$ cat config.mk
export PLATFORM = sky130hd
export DESIGN_NAME = bridge_drive_guard
export DESIGN_NICKNAME = d
export VERILOG_FILES = /design/src/rtl/bdg_pkg.sv /design/src/rtl/bdg_deadtime.sv /design/src/rtl/bdg_sync.sv /design/src/rtl/bdg_fault_latch.sv /design/src/rtl/bridge_drive_guard.sv
export SDC_FILE = /design/constraint.sdc
export NUM_CORES = 1
export LEC_CHECK = 0
export ABC_AREA = 1
export BUFFER_PORTS_ARGS = -buffer_cell sky130_fd_sc_hd__buf_2
export CAP_MARGIN = 15
export CORE_ASPECT_RATIO = 1.25
export CORE_MARGIN = 1
export CORE_UTILIZATION = 55
export CTS_CLUSTER_DIAMETER = 50
export DETAILED_ROUTE_END_ITERATION = 12
export PLACE_DENSITY = 0.8
export SYNTH_ARGS = -nofsm -noshare
export SYNTH_HDL_FRONTEND = slang
export SYNTH_SLANG_ARGS = --single-unit
$ cat constraint.sdc
create_clock -name clk -period 2.2 [get_ports clk]
set_input_delay 0.11 -clock clk [delete_from_list [all_inputs] [get_ports clk]]
set_output_delay 0.11 -clock clk [all_outputs]
set_load 0.03 [all_outputs]
$ cat src/rtl/bdg_pkg.sv
`timescale 1ns/1ps
package bdg_pkg;
  typedef enum logic [1:0] {
    DT_LOW   = 2'b00,
    DT_HIGH  = 2'b01,
    DT_BLANK = 2'b10
  } dt_state_e;
endpackage

$ cat src/rtl/bdg_deadtime.sv
`timescale 1ns/1ps
module bdg_deadtime #(
  parameter int DTW = 8
) (
  input  logic           clk,
  input  logic           rst_n,
  input  logic           raw,
  input  logic [DTW-1:0] dead_cnt,
  output logic           drv_h,
  output logic           drv_l
);
  import bdg_pkg::*;

  localparam logic [DTW-1:0] ONE = DTW'(1);

  dt_state_e      st_q, st_d;
  logic           lvl_q, lvl_d;
  logic [DTW-1:0] cnt_q, cnt_d;
  logic           cnt_en;
  logic           edge_seen;
  logic           no_blank;

  assign edge_seen = raw ^ lvl_q;
  assign no_blank  = (dead_cnt == '0);

  // next-state logic
  always_comb begin
    st_d   = st_q;
    lvl_d  = lvl_q;
    cnt_d  = cnt_q;
    cnt_en = 1'b0;
    if (edge_seen) begin
      lvl_d = raw;
      if (no_blank) begin
        st_d = raw ? DT_HIGH : DT_LOW;
      end else begin
        st_d   = DT_BLANK;
        cnt_d  = dead_cnt;
        cnt_en = 1'b1;
      end
    end else if (st_q == DT_BLANK) begin
      if (cnt_q <= ONE) begin
        st_d = lvl_q ? DT_HIGH : DT_LOW;
      end else begin
        cnt_d  = cnt_q - ONE;
        cnt_en = 1'b1;
      end
    end
  end

  // state registers
  always_ff @(posedge clk or negedge rst_n) begin
    if (!rst_n) begin
      st_q  <= DT_LOW;
      lvl_q <= 1'b0;
    end else begin
      st_q  <= st_d;
      lvl_q <= lvl_d;
    end
  end

  always_ff @(posedge clk or negedge rst_n) begin
    if (!rst_n) begin
      cnt_q <= '0;
    end else if (cnt_en) begin
      cnt_q <= cnt_d;
    end
  end

  assign drv_h = (st_q == DT_HIGH);
  assign drv_l = (st_q == DT_LOW);
endmodule

$ cat src/rtl/bdg_sync.sv
`timescale 1ns/1ps
module bdg_sync #(
  parameter int   STAGES   = 2,
  parameter logic RST_LVL  = 1'b1
) (
  input  logic clk,
  input  logic rst_n,
  input  logic d,
  output logic q
);
  logic [STAGES-1:0] sh_q, sh_d;

  always_comb begin
    sh_d = {sh_q[STAGES-2:0], d};
  end

  always_ff @(posedge clk or negedge rst_n) begin
    if (!rst_n) begin
      sh_q <= {STAGES{RST_LVL}};
    end else begin
      sh_q <= sh_d;
    end
  end

  assign q = sh_q[STAGES-1];
endmodule

$ cat src/rtl/bdg_fault_latch.sv
`timescale 1ns/1ps
module bdg_fault_latch #(
  parameter int SYNC_STAGES = 2
) (
  input  logic clk,
  input  logic rst_n,
  input  logic fault_n,
  input  logic clr,
  output logic latched
);
  logic fn_sync;
  logic lat_q, lat_d;
  logic lat_en;

  bdg_sync #(.STAGES(SYNC_STAGES), .RST_LVL(1'b1)) u_sync (
    .clk   (clk),
    .rst_n (rst_n),
    .d     (fault_n),
    .q     (fn_sync)
  );

  // set while the synchronized line is low; clear needs a high line and the strobe
  always_comb begin
    lat_d  = lat_q;
    lat_en = 1'b0;
    if (!fn_sync) begin
      lat_d  = 1'b1;
      lat_en = 1'b1;
    end else if (clr) begin
      lat_d  = 1'b0;
      lat_en = 1'b1;
    end
  end

  always_ff @(posedge clk or negedge rst_n) begin
    if (!rst_n) begin
      lat_q <= 1'b0;
    end else if (lat_en) begin
      lat_q <= lat_d;
    end
  end

  assign latched = lat_q;
endmodule

$ cat src/rtl/bridge_drive_guard.sv
`timescale 1ns/1ps
module bridge_drive_guard #(
  parameter int NCH         = 4,
  parameter int DTW         = 8,
  parameter int SYNC_STAGES = 2
) (
  input  logic           clk,
  input  logic           rst_n,
  input  logic [NCH-1:0] raw_pwm,
  input  logic [DTW-1:0] dead_cnt,
  input  logic [NCH-1:0] chan_en,
  input  logic           fault_n,
  input  logic           fault_clr,
  output logic [NCH-1:0] hs_out,
  output logic [NCH-1:0] ls_out,
  output logic           fault_latched
);
  logic [NCH-1:0] fsm_h;
  logic [NCH-1:0] fsm_l;
  logic           latch_q;
  logic           shutdown;

  for (genvar i = 0; i < NCH; i++) begin : g_leg
    bdg_deadtime #(.DTW(DTW)) u_dt (
      .clk      (clk),
      .rst_n    (rst_n),
      .raw      (raw_pwm[i]),
      .dead_cnt (dead_cnt),
      .drv_h    (fsm_h[i]),
      .drv_l    (fsm_l[i])
    );
  end

  bdg_fault_latch #(.SYNC_STAGES(SYNC_STAGES)) u_fault (
    .clk     (clk),
    .rst_n   (rst_n),
    .fault_n (fault_n),
    .clr     (fault_clr),
    .latched (latch_q)
  );

  // raw pin blanks without a clock; latch keeps it blanked afterwards
  assign shutdown      = ~fault_n | latch_q;
  assign hs_out        = chan_en & ~{NCH{shutdown}} & fsm_h;
  assign ls_out        = chan_en & ~{NCH{shutdown}} & fsm_l;
  assign fault_latched = latch_q;
endmodule

==> summary.md <==
| Metric | Value |
|---|---|
| Grt total ovfl | `0` |
| Hold Path Stages | `5` |
| WP data required | `around 2.1 ns` |
| Min-delay src | `dead_cnt[4]` |
| Num rows | `30` |
| Via count | `roughly 3100` |
| Final min period | `about 1.9 ns` |
| R2r endpoint | `g_leg[0].u_dt.cnt_q[4]$_DFFE_PN0P_` |
| TritonCTS Buffers | `5` |
| Synth unique cells | `29` |
| Nets | `534` |
| Register area share after synthesis | `36.8%` |
| R2R Setup Slk | `approximately 0.38 ns` |
| Largest net degree at the start of global routing | `33` |
| ANT cells | `0` |
| Iter 0 DRT Violations | `approximately 230` |
| Global-route wire length before repair | `between 10000 and 15000 um` |
| Wirelength, routed | `around 7300 um` |
| Rel. slew slack | `between 40% and 50%` |
| Register bit total from synthesis | `between 40 and 50` |
| Via density | `around 5.4` |
| First-pass DRT Iterations | `4` |
| Core area | `roughly 5500 um2` |
| Routed Antenna Nets | `0` |
| # setup viols final | `0` |
| WP data arrival | `1.77 ns` |
| CTS root buf | `clkbuf_8` |
| Max Freq | `around 0.53 GHz` |
| Die Span X | `~70 um` |
| Resize count post-CTS | `0` |
| Post-route clock skew | `0.0115 ns` |
| Yosys warnings | `0` |
| Max VDD drop | `between 0.4 and 0.5 mV` |
| RSZ-0062 raised after global routing | `false` |
| Layout Cells excl Fill | `roughly 570` |
| Hold WC Path Type | `in -> reg` |
| Hold EP | `g_leg[3].u_dt.cnt_q[4]$_DFFE_PN0P_` |
| Worst skew pair latency | `0.31 ns` |
| DRC viols | `0` |
| Avg Inst Size Synth | `just under 7 um2` |
| GPL Wtd Cong | `0.880` |
| Clock sink count | `47` |
| Status | `finished, final reports clean` |
| Final period utilization | `roughly 86%` |
| Reg2reg path depth | `10` |
| Share of layout cells above drive strength 1 | `about 15%` |
| Syn Nets | `500` |
| Die area | `between 6000 and 7000 um2` |
| CTS clk-pin slew, worst paths | `0.09 ns` |
| P_leak | `approximately 1.9 nW` |
| Post-Synthesis Cell Area | `about 3200 um2` |
| Number of global-route vias before repair | `2869` |
| Port bufs | `28` |
| Initial Utilization | `between 50% and 60%` |
| Startpoint Class | `input pin` |
| H-tree depth | `2` |
| Setup CP Type | `in -> out` |
| DR WL/cell | `12.8 um` |
| All-Layer GR Usage | `26.2%` |
| Pwr Density | `between 800 and 900 nW/um2` |
| Setup TNS Final | `0 ns` |
| Critical Path Sink Type | `output port` |
| Detailed placement HPWL | `5360 um` |
| CTS Buffer Depth | `2` |
| Die height | `roughly 87 um` |
| P&R area growth vs syn | `10.1%` |
| Pins Over Slew Limit | `0` |
| Maximum fanout along the worst path | `4` |
| TritonCTS clock tree | `built` |
| Worst r2r src | `g_leg[0].u_dt.cnt_q[0]$_DFFE_PN0P_` |
| I/O Pins | `29` |
| Tot Pwr | `between 2 and 3 mW` |
| Antenna violations before repair | `0` |
| DP Cell Count | `556` |
| Final hold vios | `0` |
| Max-Cap Viols | `0` |
| Post-Synthesis Cells | `between 400 and 500` |
| Worst Tran Pin Value | `0.753 ns` |
==> sequential cells by signal, indices dropped and copies added (netlist names) <==
signal and flops:
g_leg.u_dt.st_q 8, u_fault.u_sync.sh_q 2, u_fault.latched 1, g_leg.u_dt.lvl_q 4, g_leg.u_dt.cnt_q 32
==> area by class of cell <==
class	instances	area (um2)
Fill cell	513	1990
Multi-Input combinational cell	355	1730
Sequential cell	47	1180
Timing Repair Buffer	38	233
Inverter	59	221
Clock buffer	8	80.1
Tap cell	64	80.1
==> metrics by stage <==
| step | util (%) | area, um2 | setup WS [ns] | hold WS [ns] |
|---|---|---|---|---|
| after floorplan | - | 3200 | 0.634 | -0.186 |
| after global placement | 61.2 | 3370 | 0.494 | 0.222 |
| after detailed placement | 61.2 | 3370 | 0.430 | 0.219 |
| after CTS | 63.9 | 3520 | 0.297 | 0.169 |
| after global routing | 63.9 | 3520 | 0.185 | 0.211 |
| final | 63.9 | 3520 | 0.316 | 0.167 |
==> cell usage after synthesis <==
cell      number  area [um2]
dfstp_2        2        52.6
xor2_1         4        35.0
ha_1           8         100
nor2_4         3        33.8
dfrtp_1       45        1130
buf_2          4        20.0
or2_2          1        6.26
nand2_4        3        33.8
o21ai_4        2        32.5
o21ai_2        4        35.0
o21ai_0       26         130
buf_6          3        33.8
inv_2          4        15.0
a21boi_0       1        7.51
nand4_1        9        56.3
inv_1         55         206
xnor2_1        1        8.76
nor3_1         8        40.0
nand2b_1       1        6.26
nand3_2        3        30.0
nand2_2       10        62.6
o21ai_1       11        55.1
nor2_2         6        37.5
nor2_1        46         173
clkbuf_1       4        15.0
and2_1         1        6.26
a21oi_1        2        10.0
nand2_1      155         582
nand3_1       50         250
==> cells in the final DEF, fill, tap and decap left out, types with 3 or more instances in the layout <==
cell type and instances:
buf_2 28, buf_4 3, clkbuf_1 3, clkbuf_8 5
dfrtp_1 45, dlygate4sd3_1 7, ha_1 8, inv_1 55
inv_2 4, nand2_1 155, nand2_2 10, nand2_4 3
nand3_1 50, nand3_2 3, nand4_1 9, nor2_1 46
nor2_2 6, nor2_4 3, nor3_1 8, o21ai_0 26
o21ai_1 11, o21ai_2 4, xor2_1 4
==> how the worst max path moves through the flow <==
stage | from | end | slack [ns] | cells after the start
3_3_place_gp | g_leg[0].u_dt.cnt_q[0]$_DFFE_PN0P_ | g_leg[0].u_dt.cnt_q[7]$_DFFE_PN0P_ | 0.49 | 10
5_1_grt | fault_n | ls_out[0] | 0.18 | 7
3_5_place_dp | g_leg[0].u_dt.cnt_q[0]$_DFFE_PN0P_ | g_leg[0].u_dt.cnt_q[4]$_DFFE_PN0P_ | 0.43 | 10
2_1_floorplan | u_fault.latched$_DFFE_PN0P_ | hs_out[0] | 0.63 | 3
6_report | fault_n | hs_out[1] | 0.32 | 7
4_1_cts | fault_n | hs_out[1] | 0.30 | 7
==> logic make-up after synthesis <==
logic type / after synthesis / synth area share [%]
AO/OA/AOI/OAI: 46 / 8.44
flip-flops: 47 / 36.8
buffers and inverters: 70 / 9.07
AND/OR/NAND/NOR: 296 / 41.2
adder cells (fa/ha/maj): 8 / 3.13
XOR/XNOR: 5 / 1.37
==> power breakdown <==
group | total, mW | internal, mW | switching [mW]
Sequential | 1.25 | 1.05 | 0.201
Combinational | 1.11 | 0.403 | 0.710
Clock | 0.526 | 0.227 | 0.300
Total | 2.89 | 1.68 | 1.21
==> critical path, stage by stage <==
cell and delay [ns]:
dlygate4sd3_1 0.53, buf_2 0.11, inv_1 0.03, nor2_1 0.41, nand2_1 0.16, nor3_1 0.17, buf_2 0.23
==> what timing repair did <==
| action | in CTS | in global routing |
|---|---|---|
| endpoints found under the setup margin | 0 | 0 |
| hold buffers | 7 | 0 |
| buffers inserted | 0 | 0 |
| endpoints found under the hold margin | 35 | 0 |
==> per-layer routing <==
metal  share of wire, %  vias to the layer above  GRT usage, %
li1                   -                     1559             -
met1                 44                     1417          32.2
met2                 50                       74          46.0
met3                4.3                       15          3.82
met4                2.3                        0          10.7
met5                  0                        -             0
Note: power is estimated with default switching activity, not from simulation.
